## src/rtl/gamecs_pkg.sv

```systemverilog
`timescale 1ns/1ps
package gamecs_pkg;

  typedef struct packed {
    logic wrEn;
    logic rdEn;
  } cfgStrobe_t;

  typedef enum logic [1:0] {
    DEC_OFF  = 2'b00,
    DEC_BYTE = 2'b01,
    DEC_HALF = 2'b10,
    DEC_FULL = 2'b11
  } decMode_t;

endpackage

```

## src/rtl/gamecs_ctrl.sv

```systemverilog
`timescale 1ns/1ps
module gamecs_ctrl
  import gamecs_pkg::*;
#(
  parameter int              IDX_W     = 8,
  parameter logic [IDX_W-1:0] CFG_INDEX = 8'h1E
) (
  input  logic             cfgActive,
  input  logic [IDX_W-1:0] cfgIndex,
  input  logic             cfgWrite,
  input  logic             cfgRead,
  output cfgStrobe_t       strobe
);

  logic selHit;

  // The register is reachable only in configuration state at its own index.
  always_comb begin
    selHit      = cfgActive && (cfgIndex == CFG_INDEX);
    strobe.wrEn = selHit && cfgWrite;
    strobe.rdEn = selHit && cfgRead;
  end

endmodule

```

## src/rtl/gamecs_dp.sv

```systemverilog
`timescale 1ns/1ps
module gamecs_dp
  import gamecs_pkg::*;
#(
  parameter int ADDR_W   = 10,
  parameter int BLK_W    = 4,
  parameter int MODE_W   = 2,
  parameter int BYTE_OFS = 1,
  parameter int MIN_ADDR = 'h100,
  parameter logic [ADDR_W-BLK_W+MODE_W-1:0] RST_VAL = 8'h80
) (
  input  logic                                clk,
  input  logic                                rstN,
  input  cfgStrobe_t                          strobe,
  input  logic [ADDR_W-BLK_W+MODE_W-1:0]      wrData,
  output logic [ADDR_W-BLK_W+MODE_W-1:0]      rdData,
  input  logic [ADDR_W-1:0]                   ioAddr,
  input  logic                                csInN,
  input  logic                                addr10,
  input  logic                                gameOff,
  output logic                                gameCsN
);

  localparam int BASE_W = ADDR_W - BLK_W;
  localparam int DATA_W = BASE_W + MODE_W;
  localparam logic [BASE_W-1:0] MIN_BASE = BASE_W'(MIN_ADDR >> BLK_W);
  localparam logic [BLK_W-1:0]  OFS_VAL  = BLK_W'(BYTE_OFS);

  logic [DATA_W-1:0] regQ;
  logic [BASE_W-1:0] regBase;
  decMode_t          regMode;
  logic              baseOk;
  logic              highHit;
  logic              lowHit;
  logic              qualOk;
  logic              match;

  // Configuration register.
  always_ff @(posedge clk or negedge rstN) begin
    if (!rstN)            regQ <= RST_VAL;
    else if (strobe.wrEn) regQ <= wrData;
  end

  assign rdData  = strobe.rdEn ? regQ : '0;
  assign regBase = regQ[DATA_W-1:MODE_W];
  assign regMode = decMode_t'(regQ[MODE_W-1:0]);

  // The lower cutoff on the base only exists when the minimum is nonzero.
  generate
    if (MIN_ADDR > 0) begin : g_minBase
      assign baseOk = (regBase >= MIN_BASE);
    end else begin : g_noMinBase
      assign baseOk = 1'b1;
    end
  endgenerate

  assign highHit = (ioAddr[ADDR_W-1:BLK_W] == regBase);

  always_comb begin
    unique case (regMode)
      DEC_OFF:  lowHit = 1'b0;
      DEC_BYTE: lowHit = (ioAddr[BLK_W-1:0] == OFS_VAL);
      DEC_HALF: lowHit = ~ioAddr[BLK_W-1];
      DEC_FULL: lowHit = 1'b1;
      default:  lowHit = 1'b0;
    endcase
  end

  assign qualOk  = ~csInN && ~addr10 && ~gameOff;
  assign match   = qualOk && baseOk && highHit && lowHit;
  assign gameCsN = ~match;

  AST_WRITE_LOADS: assert property (@(posedge clk) disable iff (!rstN)
    strobe.wrEn |=> (regQ == $past(wrData)));
  AST_HOLD_NO_WRITE: assert property (@(posedge clk) disable iff (!rstN)
    !strobe.wrEn |=> $stable(regQ));
  AST_MODE_OFF_QUIET: assert property (@(posedge clk) disable iff (!rstN)
    (regQ[MODE_W-1:0] == 2'b00) |-> gameCsN);
  AST_QUALIFY_UPPER: assert property (@(posedge clk) disable iff (!rstN)
    (csInN || addr10) |-> gameCsN);
  AST_OFF_OVERRIDE: assert property (@(posedge clk) disable iff (!rstN)
    gameOff |-> gameCsN);
  AST_LOW_BASE_QUIET: assert property (@(posedge clk) disable iff (!rstN)
    (regQ[DATA_W-1:MODE_W] < MIN_BASE) |-> gameCsN);
  AST_SELECT_IN_WINDOW: assert property (@(posedge clk) disable iff (!rstN)
    !gameCsN |-> (ioAddr[ADDR_W-1:BLK_W] == regQ[DATA_W-1:MODE_W]));

endmodule

```

## src/rtl/gamecs_top.sv

```systemverilog
`timescale 1ns/1ps
module gamecs_top
  import gamecs_pkg::*;
#(
  parameter int ADDR_W    = 10,
  parameter int BLK_W     = 4,
  parameter int IDX_W     = 8,
  parameter logic [IDX_W-1:0] CFG_INDEX = 8'h1E,
  parameter int MIN_ADDR  = 'h100,
  parameter logic [7:0] RST_VAL = 8'h80
) (
  input  logic              clk,
  input  logic              rstN,
  input  logic              cfgActive,
  input  logic [IDX_W-1:0]  cfgIndex,
  input  logic              cfgWrite,
  input  logic              cfgRead,
  input  logic [7:0]        cfgWdata,
  output logic [7:0]        cfgRdata,
  input  logic [ADDR_W-1:0] ioAddr,
  input  logic              csInN,
  input  logic              addr10,
  input  logic              gameOff,
  output logic              gameCsN
);

  localparam int MODE_W = 2;

  cfgStrobe_t strobe;

  gamecs_ctrl #(
    .IDX_W     (IDX_W),
    .CFG_INDEX (CFG_INDEX)
  ) u_ctrl (
    .cfgActive (cfgActive),
    .cfgIndex  (cfgIndex),
    .cfgWrite  (cfgWrite),
    .cfgRead   (cfgRead),
    .strobe    (strobe)
  );

  gamecs_dp #(
    .ADDR_W   (ADDR_W),
    .BLK_W    (BLK_W),
    .MODE_W   (MODE_W),
    .BYTE_OFS (1),
    .MIN_ADDR (MIN_ADDR),
    .RST_VAL  (RST_VAL)
  ) u_dp (
    .clk     (clk),
    .rstN    (rstN),
    .strobe  (strobe),
    .wrData  (cfgWdata),
    .rdData  (cfgRdata),
    .ioAddr  (ioAddr),
    .csInN   (csInN),
    .addr10  (addr10),
    .gameOff (gameOff),
    .gameCsN (gameCsN)
  );

  AST_RD_NEEDS_CFG: assert property (@(posedge clk) disable iff (!rstN)
    (!cfgActive || (cfgIndex != CFG_INDEX) || !cfgRead) |-> (cfgRdata == 8'h00));

endmodule

```

## config.mk

```make
export PLATFORM = sky130hd
export DESIGN_NAME = gamecs_top
export DESIGN_NICKNAME = d
export VERILOG_FILES = /design/src/rtl/gamecs_pkg.sv /design/src/rtl/gamecs_ctrl.sv /design/src/rtl/gamecs_dp.sv /design/src/rtl/gamecs_top.sv
export SDC_FILE = /design/constraint.sdc
export NUM_CORES = 1
export LEC_CHECK = 0
export ABC_AREA = 1
export BUFFER_PORTS_ARGS = -buffer_cell sky130_fd_sc_hd__buf_4
export CELL_PAD_IN_SITES_DETAIL_PLACEMENT = 0
export CELL_PAD_IN_SITES_GLOBAL_PLACEMENT = 1
export CORE_MARGIN = 1
export CORE_UTILIZATION = 24
export DETAILED_ROUTE_END_ITERATION = 7
export PLACE_DENSITY = 0.82
export SYNTH_ARGS = -nofsm -noshare
export SYNTH_HDL_FRONTEND = slang
export SYNTH_SLANG_ARGS = --single-unit
```

## constraint.sdc

```tcl
create_clock -name clk -period 0.9 [get_ports clk]
set_input_delay 0.045 -clock clk [delete_from_list [all_inputs] [get_ports clk]]
set_output_delay 0.045 -clock clk [all_outputs]
set_load 0.02 [all_outputs]
```

==> impl_metrics.env <==
export IMPL_outcome="finished with violations"
export IMPL_violations="setup timing"
export IMPL_antennaDiodeCount=0
export IMPL_critPathSlowestCell="dfstp_2"
export IMPL_seqPwrFrac=0.396
export IMPL_max_slew_margin=0.8202
export IMPL_antenna_found_initial=0
export IMPL_crit_path_start="u_dp.regQ[7]"
export IMPL_fin_crit_sh=1.534
export IMPL_power_share_switching=0.2623
export IMPL_synth_top_area_cell="dfrtp_1"
export IMPL_r2r_cells=5
export IMPL_route_detailed_drc=0
export IMPL_timing_fmax_mhz=724.3
export IMPL_synth_common_cells="nand2_1 (37), inv_1 (19), nor2_1 (12), nand4_1 (8), nor2_2 (8)"
export IMPL_hp_start="cfgWdata[7]"
export IMPL_io_pins=43
export IMPL_cts_buffers=3
export IMPL_grt_max_degree=10
export IMPL_synth_area_um2=671.9
export IMPL_syn_num_nets=137
export IMPL_postSynthAreaPerCell_um2=6.523
export IMPL_setup_worst_path_end_class="output pin"
export IMPL_hold_violations=0
export IMPL_path_cells="nor2_1 -> nor2_1 -> nand2_1 -> nor2_1 -> nand2_2 -> buf_6"
export IMPL_worst_slew_pin_slew_ns=0.2697
export IMPL_overflow=0
export IMPL_slowest_delay_ns=0.56
export IMPL_syn_instance_count=103
export IMPL_grt_pass1_vias=801
export IMPL_largest_register="u_dp.regQ"
export IMPL_ys_ff_latch=8
export IMPL_fp_dieArea_um2=3015
export IMPL_crit_family="flip-flops"
export IMPL_gp_congestion=0.6723
export IMPL_dp_cells=187
export IMPL_min_period_ns=1.381
export IMPL_power_share_clock=0.309
export IMPL_wire_per_inst_um=9.796
export IMPL_synth_area_leaders="dfrtp_1 (26%), nand2_1 (21%), inv_1 (11%)"
export IMPL_cts_tree="done"
export IMPL_nets=206
export IMPL_hold_path_depth=3
export IMPL_slew_viol_final=0
export IMPL_cts_sinks=8
export IMPL_layout_setup_ws_ns=-0.4806
export IMPL_ys_seq_area_frac=0.2998
export IMPL_r2r_end="u_dp.regQ[5]"
export IMPL_synth_top_cell_area_share=0.2607
export IMPL_io_buffers=42
export IMPL_ctsLongestPathBuffers=2
export IMPL_powerDensity_nw_per_um2=703.3
export IMPL_p_int_mw=0.7076
export IMPL_cap_violations=0
export IMPL_power_leakage_nw=0.7459
export IMPL_design_area_um2=1364
export IMPL_fp_coreArea_um2=2567
export IMPL_p_total_mw=0.9591
export IMPL_dp_hpwl_mm=1.526
export IMPL_clock_skew_ns=0
export IMPL_die_w_um=54.91
export IMPL_die_h_um=54.91
export IMPL_wl_mm=1.969
export IMPL_via_per_inst=4.154
export IMPL_fin_hold_ws_ns=0.03986
export IMPL_h_tree_depth=1
export IMPL_synth_async_reset_ratio=1.000
export IMPL_finalSetupViolations=11
export IMPL_placed_area_um2=1129
export IMPL_synth_edff_count=0
export IMPL_p_sw_mw=0.2515
export IMPL_drive_gt1_frac=0.5673
export IMPL_whs_endpoint="u_dp.regQ[7]"
export IMPL_multi_input_area_um2=454.2
export IMPL_yosysMostFrequentCell="nand2_1"
export IMPL_worstPathRequired_ns=0.85
export IMPL_r2r_setup_slack_ns=-0.07
export IMPL_cts_root_buf="clkbuf_4"
export IMPL_cp_max_fo=5
export IMPL_peakVddDrop_v=0.0004842
export IMPL_path_depth=6
export IMPL_combPwrFrac=0.295
export IMPL_critical_path_class="flip-flop to output pin"
export IMPL_final_cells=201
export IMPL_syn2layout_area_growth_pct=103.0
export IMPL_n_fill_cell=267
export IMPL_num_vias=835
export IMPL_cp_num_buf_inv=1
export IMPL_fp_row_count=18
export IMPL_track_usage=0.1478
export IMPL_hold_path_class="primary input to flip-flop"
export IMPL_seq_area_um2=201.4
export IMPL_cts_clk_slew_worst_paths_ns=0.05
export IMPL_initial_utilization=0.2617
export IMPL_largest_reg_flops=8
export IMPL_regToRegStartpoint="u_dp.regQ[5]"
export IMPL_pre_cts_ws_ns=-0.1964
export IMPL_drt_iter0_markers=5
export IMPL_synth_cell_type_count=17
export IMPL_yosysWarnings=0
export IMPL_drt_pass1_iterations=4
export IMPL_start_kind="flip-flop"
export IMPL_crit_top_cell="nor2_1"
export IMPL_top_regs="u_dp.regQ (8)"
export IMPL_ant_nets=0
export IMPL_grt_setup_unrepaired="true"
export IMPL_grt_pass1_wl_mm=3.077
export IMPL_synthFlopType="dfrtp_1"
export IMPL_worstSkewPairLatency_ns=0.26
export IMPL_critical_path_arrival_ns=1.34
area by class of cell:
type                            count  area share
Tap cell                           30     0.02752
Multi-Input combinational cell     74      0.3330
Sequential cell                     8      0.1477
Clock buffer                        4     0.01927
Inverter                           20     0.06055
Timing Repair Buffer               65      0.4119
worst max-delay path by stage:
| stage | end |
|---|---|
| floorplan | gameCsN |
| global placement | gameCsN |
| detailed placement | gameCsN |
| CTS | gameCsN |
| global route | gameCsN |
| finish | gameCsN |
metal layers:
layer	GRT usage	vias up	wire [um]
met4	0.07500	0	31
met3	0.03279	3	119
li1	-	448	-
met5	0	-	0
met1	0.1583	349	768
met2	0.2691	35	1049
placed cells by master, fill, tap and decap left out:
cell	count
clkbuf_1	1
nor2_1	11
a21oi_2	1
inv_4	3
buf_4	45
inv_2	6
dlygate4sd3_1	1
nor2_2	1
nor2_4	9
clkbuf_4	3
inv_1	11
nand4_2	1
nand4_1	8
nand3_4	1
nand2_2	3
nand2_4	1
buf_6	19
nand2_1	34
nor2_8	2
nor3_2	1
dfrtp_1	7
dfstp_2	1
xor2_1	1
per-stage QoR:
stage / setup TNS (ns) / util
after CTS: -1.754 / 0.5073
after global placement: -0.8406 / 0.4396
final: -1.915 / 0.5312
after floorplan: -0.05047 / -
after global routing: -2.626 / 0.5312
after detailed placement: -0.8779 / 0.4396
cell families after synthesis:
logic type	after synthesis	share of synthesized area
XOR/XNOR	1	0.01304
buffers and inverters	21	0.1192
AO/OA/AOI/OAI	1	0.007442
AND/OR/NAND/NOR	72	0.5605
flip-flops	8	0.2998
what timing repair did:
action / in CTS / in global routing
hold buffers: 1 / 0
endpoints found under the setup margin: 9 / 12
pin swaps: 9 / 9
setup buffers: 10 / 5
gates resized for setup: 32 / 12
endpoints found under the hold margin: 8 / 0
power groups by stage:
stage / Combinational, mW / Sequential, mW / Clock [mW]
2_1_floorplan: 0.0817 / 0.384 / 0
3_3_place_gp: 0.236 / 0.384 / 0
3_5_place_dp: 0.241 / 0.384 / 0
4_1_cts: 0.268 / 0.379 / 0.306
5_1_grt: 0.309 / 0.380 / 0.341
6_report: 0.283 / 0.380 / 0.297
tightest hold or removal path: stages:
cell     delay (ns)
buf_4          0.11
nand4_1        0.09
nand2_1        0.05
Note: power is estimated with default switching activity, not from simulation.
